--- src/rtl/pt_walker.sv ---
module pt_walker #(
  parameter int VA_BITS   = 43,
  parameter int PAGE_BITS = 13,
  parameter int IDX_BITS  = 10,
  parameter int SP_LOW    = 40,
  parameter int SP_HI     = 43,
  parameter int V_BIT     = 0,
  parameter int FO_BIT    = 1,
  parameter int RD_BIT    = 8,
  parameter int WR_BIT    = 12
) (
  input  logic        clk,
  input  logic        rst_n,
  input  logic        req_valid,
  input  logic [63:0] req_vaddr,
  input  logic [1:0]  req_acc,
  input  logic [1:0]  req_mode,
  input  logic [63:0] ptbr,
  output logic        busy,
  output logic        mem_req,
  output logic [63:0] mem_addr,
  input  logic        mem_rsp_valid,
  input  logic [63:0] mem_rsp_data,
  output logic        done,
  output logic        ok,
  output logic [63:0] phys,
  output logic [2:0]  perm,
  output logic [2:0]  flt_code,
  output logic [63:0] flt_vaddr,
  output logic [1:0]  flt_acc
);
  localparam int SH3 = PAGE_BITS;
  localparam int SH2 = PAGE_BITS + IDX_BITS;
  localparam int SH1 = PAGE_BITS + 2 * IDX_BITS;
  localparam logic [2:0] FC_NONE = 3'd0, FC_ACV = 3'd1, FC_TNV = 3'd2,
                         FC_FOR = 3'd3, FC_FOW = 3'd4, FC_FOE = 3'd5;

  typedef enum logic [2:0] {S_IDLE, S_L1, S_L2, S_L3, S_DONE} st_t;
  st_t st;

  logic [63:0] va_q, base_q, phys_q;
  logic [1:0]  acc_q, mode_q;
  logic        ok_q;
  logic [2:0]  perm_q, code_q;

  logic sext_ok, kseg;
  assign sext_ok = (&req_vaddr[63:VA_BITS]) | ~(|req_vaddr[63:VA_BITS]);
  assign kseg    = req_vaddr[63] & (req_vaddr[VA_BITS-1 -: 2] == 2'b10);

  logic [63:0] kphys;
  assign kphys = 64'(req_vaddr[SP_LOW-1:0]) | (64'(req_vaddr[SP_LOW]) << SP_HI);

  logic [IDX_BITS-1:0] idx;
  always_comb begin
    case (st)
      S_L1:    idx = va_q[SH1 +: IDX_BITS];
      S_L2:    idx = va_q[SH2 +: IDX_BITS];
      default: idx = va_q[SH3 +: IDX_BITS];
    endcase
  end

  assign mem_req  = (st == S_L1) | (st == S_L2) | (st == S_L3);
  assign mem_addr = base_q + (64'(idx) << 3);

  logic [63:0] nxt_base;
  assign nxt_base = 64'(mem_rsp_data[63:32]) << PAGE_BITS;

  logic [2:0] need, grant, kept;
  logic       rd_en, wr_en;
  assign need  = (acc_q == 2'd3) ? 3'd0 : 3'(1 << acc_q);
  assign rd_en = mem_rsp_data[RD_BIT + 32'(mode_q)];
  assign wr_en = mem_rsp_data[WR_BIT + 32'(mode_q)];
  assign grant = {rd_en, wr_en, rd_en};
  assign kept  = grant & ~mem_rsp_data[FO_BIT +: 3];

  logic unused_bits;
  assign unused_bits = ^{mem_rsp_data[31:16], mem_rsp_data[7:4]};

  always_ff @(posedge clk or negedge rst_n) begin
    if (!rst_n) begin
      st <= S_IDLE;
      va_q <= '0; base_q <= '0; phys_q <= '0;
      acc_q <= '0; mode_q <= '0;
      ok_q <= 1'b0; perm_q <= '0; code_q <= FC_NONE;
    end else begin
      case (st)
        S_IDLE: if (req_valid) begin
          va_q <= req_vaddr; acc_q <= req_acc; mode_q <= req_mode; base_q <= ptbr;
          ok_q <= 1'b0; perm_q <= '0; phys_q <= '0; code_q <= FC_NONE;
          if (!sext_ok) begin
            code_q <= FC_ACV; st <= S_DONE;
          end else if (kseg) begin
            st <= S_DONE;
            if (req_mode != 2'd0) code_q <= FC_ACV;
            else begin ok_q <= 1'b1; perm_q <= 3'b111; phys_q <= kphys; end
          end else begin
            st <= S_L1;
          end
        end
        S_L1, S_L2: if (mem_rsp_valid) begin
          if (!mem_rsp_data[V_BIT]) begin
            code_q <= FC_TNV; st <= S_DONE;
          end else if (!mem_rsp_data[RD_BIT]) begin
            code_q <= FC_ACV; st <= S_DONE;
          end else begin
            base_q <= nxt_base;
            st <= (st == S_L1) ? S_L2 : S_L3;
          end
        end
        S_L3: if (mem_rsp_valid) begin
          st <= S_DONE;
          if (!mem_rsp_data[V_BIT]) code_q <= FC_TNV;
          else if (need != 3'd0 && (grant & need) == 3'd0) code_q <= FC_ACV;
          else if (need != 3'd0 && (kept & need) == 3'd0)
            code_q <= need[2] ? FC_FOE : (need[1] ? FC_FOW : FC_FOR);
          else begin ok_q <= 1'b1; perm_q <= kept; phys_q <= nxt_base; end
        end
        S_DONE:  st <= S_IDLE;
        default: st <= S_IDLE;
      endcase
    end
  end

  assign busy      = (st != S_IDLE);
  assign done      = (st == S_DONE);
  assign ok        = ok_q;
  assign phys      = phys_q;
  assign perm      = perm_q;
  assign flt_code  = code_q;
  assign flt_vaddr = va_q;
  assign flt_acc   = (acc_q[1]) ? 2'b11 : acc_q;

  assert_sext_R1: assert property (@(posedge clk) disable iff (!rst_n)
    (!busy && req_valid && !sext_ok) |=> (done && flt_code == FC_ACV && !mem_req));
  assert_kseg_user_R2: assert property (@(posedge clk) disable iff (!rst_n)
    (!busy && req_valid && sext_ok && kseg && req_mode != 2'd0) |=> (done && flt_code == FC_ACV));
  assert_addr_hold_R4: assert property (@(posedge clk) disable iff (!rst_n)
    (mem_req && !mem_rsp_valid) |=> (mem_req && $stable(mem_addr)));
  assert_ok_code_R10: assert property (@(posedge clk) disable iff (!rst_n)
    done |-> ((ok == (flt_code == FC_NONE)) && (ok || perm == 3'd0)));
  assert_done_pulse_R11: assert property (@(posedge clk) disable iff (!rst_n)
    done |=> !done && !busy);
  assert_ignore_R11: assert property (@(posedge clk) disable iff (!rst_n)
    busy |=> $stable(flt_vaddr) && $stable(flt_acc));
  assert_memreq_R12: assert property (@(posedge clk) disable iff (!rst_n)
    mem_req |-> busy && !done);
endmodule

--- config.mk ---
export PLATFORM = sky130hd
export DESIGN_NAME = pt_walker
export DESIGN_NICKNAME = d
export VERILOG_FILES = /design/src/rtl/pt_walker.sv
export SDC_FILE = /design/constraint.sdc
export NUM_CORES = 1
export LEC_CHECK = 0
export ABC_AREA = 1
export BUFFER_PORTS_ARGS = -buffer_cell sky130_fd_sc_hd__buf_2
export CAP_MARGIN = 20
export CORE_ASPECT_RATIO = 0.6
export CORE_MARGIN = 4
export CORE_UTILIZATION = 40
export CTS_CLUSTER_DIAMETER = 150
export DETAILED_ROUTE_END_ITERATION = 12
export PLACE_DENSITY = 0.63
export RECOVER_POWER = 25
export REMOVE_ABC_BUFFERS = 1
export SLEW_MARGIN = 20
export SYNTH_ARGS = -nofsm -noshare
export SYNTH_HDL_FRONTEND = slang
export SYNTH_SLANG_ARGS = --single-unit
--- constraint.sdc ---
create_clock -name clk -period 4.96 [get_ports clk]
set_clock_uncertainty 0.2 [all_clocks]
set_input_delay 1.24 -clock clk [delete_from_list [all_inputs] [get_ports clk]]
set_output_delay 1.24 -clock clk [all_outputs]
set_load 0.02 [all_outputs]
Yosys cells after proc, flatten, opt, wreduce, memory -nomap -nowiden. Index checks and enable logic that the tools add are counted.

Muxes and demuxes: 62. Add/subtract/negate cells: 3. Equality and inequality tests: 16. Bitwise gates (word level): 10. Magnitude comparators: 2. Reductions and logical operators: 19. Shifts and indexed selects: 1.

Operators by type and width (count): 64-bit two-way mux (9); 64-bit case mux with 2 select lines (2); 44-bit two-way mux (3); 3-bit two-way mux (26); 64-bit by 13-bit adder with 64-bit output (1); 40-bit by 44-bit OR with 44-bit output (1); 21-bit AND reduction (1); 21-bit OR reduction (1); 10-bit case mux with 2 select lines (1); 3-bit case mux with 3 select lines (2); 2-bit inequality test (second input constant) (8); 5-bit by 7-bit less-than comparator with 1-bit output (second input constant) (2); 1-bit two-way mux (14); 1-bit binary-select mux with 6-bit select (2); 6-bit AND reduction (2); 4-bit by 2-bit adder with 5-bit output (first input constant) (2); 3-bit bitwise AND (3); 3-bit logical NOT (3); 3-bit nonzero test (3); 3-bit by 2-bit equality test with 1-bit output (second input constant) (2); 3-bit case mux with 2 select lines (1); 2-bit nonzero test (3); 5-bit AND reduction (1); 2-bit equality test (second input constant) (2); other kinds (15) (18).

Flip-flop bits (word level): 206. Input port bits: 200. Word-level logic and storage cells: 122. Output and inout port bits: 204.

Depth between registers and ports, before layout.
Depth after elaboration: 12. Mapped depth: 22. Depth with buffers taken out: 20.

Worst setup path before layout. No wires, ideal clock.

Path kind: reg-to-output. Start point: register st[2]. End point: output port mem_addr[33]. Arrival time: 3.113 ns. Buffers on the path: 2. Stages on the path, launching flop included: 22. Data required time: 3.520 ns. Slack: 0.407 ns. Path through: dfrtp_1 inv_2 nand3_1 nand2_1 inv_2 buf_2 buf_2 nand2_1 o221ai_1 ha_1 inv_1 fa_1 inv_1 nand3_1 nand2_1 nand2_1 nand2_1 nand2_1 nand2_1 nand2_1 nor2_1 xor2_1.

Longest elaborated chain between the ends: 3. Elaborated cells between the ends (all ways): 4. Classes of those cells: 1 x add/sub; 2 x eq/ne; 1 x mux.

Ends and longest elaborated chain: from (decl) (RTL line 39) `st_t st;`; from (signal assigned) (RTL line 107) `st <= (st == S_L1) ? S_L2 : S_L3;`; 3-bit by 2-bit equality test with 1-bit output / 3-bit by 1-bit equality test with 1-bit output (equally long branches) (RTL line 55) `case (st)`; 10-bit case mux with 2 select lines (*) (RTL line 55); 64-bit by 13-bit adder with 64-bit output (*) (RTL line 63) `assign mem_addr = base_q + (64'(idx) << 3);`; to (decl) (RTL line 21) `output logic [63:0] mem_addr,`.

Mark *: on every way between the ends. The rest lies on a longest branch, timed or not.

Worst setup path after layout.
Start point: register st[0]. End point: output port mem_addr[18].

Same word-level chain as after synthesis.

==> flow_summary.toml <==
[run_status]
outcome = "finished with violations"
violations = "capacitance limit, slew limit"

[floorplan]
fp-row-count = 47
io_pins = 404
core_um2 = 28000
die-area_um2 = 31800
fp.dieW_um = 227
die_h_um = 140
initial_core_util_pct = 41.3

[setup_path]
cpPeakStageDelay_ns = 0.43
worstPathMaxFanout = 8
start_kind = "flip-flop"
worstSetupPathType = "flip-flop to primary output"
r2r_start = "st[0]"
crit_path_top_delay_cell = "dfrtp_1"
arrival_ns = 3.40
cp_data_required_time_ns = 3.52
critical-path-top-delay-family = "buffers and inverters"
critical_path.cell_chain = "inv_1 > nand3_2 > nand2_2 > inv_4 > buf_4 > nand2_1 > o221ai_1 > ha_1 > nand2_2 > a21oi_1 > a21oi_2 > o22ai_1 > buf_4 > xor2_1 > buf_2"
crit_start = "st[0]"
crit_buf_inv = 5
r2r_setup_slack_ns = 1.17
worstSetupEndpointType = "primary output"

[grt]
track_usage_pct = 31.3
grt_max_degree = 121
grt_pass1_vias = 11900
grt_pass1_wl_um = 74700
overflow = 0
antenna_found_initial = 8

[synthesis]
synth_ff_type = "dfrtp_1"
synth_mux_area_share_pct = 1.36
ys_seq_area_share_pct = 40.5
syn_inst = 1660
synth_edf_count = 0
async_reset_ff_share_pct = 100
syn_area_um2 = 11600
yosys_warnings = 0
synth-xor-area-share_pct = 3.03
synth_top_family_by_area = "simple AND/OR/NAND/NOR gates"
synth_area_per_cell_um2 = 6.97
yosys-top-cells-area = "dfrtp_1 40%, nand2_1 18%, nand3_1 7.1%, inv_1 5.7%, nor2_1 4.4%"
ys_ff_latch = 187
synthSimpleGateAreaFrac_pct = 35.0
synth_top_area_share_pct = 40.5
synth_compound_area_share_pct = 7.70
synth_top_area_cell = "dfrtp_1"
synth_most_common_cell = "nand2_1"
synth_fa_ha_area_share_pct = 1.90
synth_cell_types = 37
synthTopCellsByCount = "549 x nand2_1, 187 x dfrtp_1, 176 x inv_1"

[worst_hold_path]
hp-class = "flip-flop to flip-flop"
worstHoldStart = "base_q[1]"

[timing]
finalHoldViolations = 0
fin_setup_tns_ns = 0
finalCritPeriodShare_pct = 97.6
setup_viol = 0
max_slew_margin_pct = -75.3
setup_ws_ns = 0.121
fmax_mhz = 207
rsz0062_at_grt = "yes"
period_minus_slack_ns = 4.84
final-max-slew-violation-count = 101
whs_ns = 0.270
worst_pin_slew_ns = 2.63

[drt]
ant_nets = 0
drt_iter0_markers = 1506
vias_per_cell = 5.31
drt-total-wl_um = 50200
wl_per_cell_um = 21.1
drc = 0
vias = 12600
first_pass_iters = 5

[cts]
clk_path_buf_depth = 2
cts_tree = "built"
clk_latency_ns = 0.46
cts_htree_levels = 4
cts_root_buf = "clkbuf_16"
clk_pin_slew_worst_paths_ns = 0.07
clock_sinks = 187
cts_inserted_buffers = 17

[finish]
fin_area_um2 = 14500
fin_nets = 2212
drive_above_1_share_pct = 25.5
syn2layout_area_growth_pct = 25.7
final.fill_count = 2861
fin_util_pct = 51.9
final_cells = 2380

[placed_design]
dp_cells = 2334
hpwl_um = 39300
place_ws_ns = 0.0923
gp_congestion = 0.996
portBuffers = 364
placed_area_um2 = 13600

[power]
power_density_nw_per_um2 = 623
cellLeakagePower_nw = 7.90
vdd_drop_max_mv = 0.284
finalPower_mw = 9.06

[job]
drv_cap = 2
[power breakdown]
part | switching [mW] | internal [mW]
clock | 0.674 | 0.798
combinational | 3.37 | 1.45
sequential | 0.699 | 2.07
[routing by layer]
metal  part of all wire [%]  vias to the layer above  routed length (um)  GRT usage [%]
met3                     12                       54                5910           12.2
li1                       -                     5965                   -              -
met5                  0.068                        -                  34              0
met1                     47                     6019               23500           47.6
met4                    1.7                        6                 861           6.87
met2                     40                      596               19800           41.5
[cell families after synthesis]
kind of cell,Yosys count
buffers and inverters,282
adders and majority gates,17
xor gates and xnor gates,40
muxes,14
and+or+nand+nor,961
AOI/OAI and AO/OA,158
other,1
DFF,187
[placed cells by master, fill, tap and decap left out, types with 17 or more instances in the layout]
cell type,count
nand4_1,33
dfrtp_1,186
nand3_1,158
buf_4,30
xor2_1,36
nand2_1,528
nor2_1,128
inv_1,175
a31oi_1,28
nor3_1,62
conb_1,19
nand2_2,17
buf_2,360
clkbuf_16,17
o21ai_0,82
[area by class of cell]
class	count	area (um^2)	share of cell area (%)
Antenna cell	6	15.0	0.103
Tap cell	367	459	3.16
Timing Repair Buffer	396	2110	14.5
Inverter	184	693	4.77
Sequential cell	187	4680	32.2
Clock buffer	18	429	2.95
Clock inverter	13	168	1.15
Multi-Input combinational cell	1209	5980	41.1
[repair_timing]
| action | in CTS | in global routing |
|---|---|---|
| setup endpoints to repair | 44 | 52 |
| setup buffers | 4 | 4 |
| resized for setup | 21 | 51 |
| gates cloned | 0 | 0 |
| pin swaps | 2 | 6 |
| hold buffers | 0 | 0 |
[final timing paths]
kind,to,cells past startpoint
setup / recovery,mem_addr[18],15
hold / removal,base_q[1],2
setup reg to reg,phys[15],9
hold reg to reg,base_q[1],2
max in group asynchronous,st[1],1
min in group asynchronous,flt_vaddr[48],1
[flip-flops by register name, summed over array words and instances (netlist names)]
signal / cells
ok: 1
mode_q: 2
flt_code: 3
acc_q: 2
base_q: 64
st: 3
flt_vaddr: 64
phys: 45
perm: 3
[worst min-delay path, cell delays in order (launching register included)]
cell and delay (ns):
dfrtp_1 0.34, nand2_1 0.05, nand2_1 0.05
Note: power is estimated with default switching activity, not from simulation.
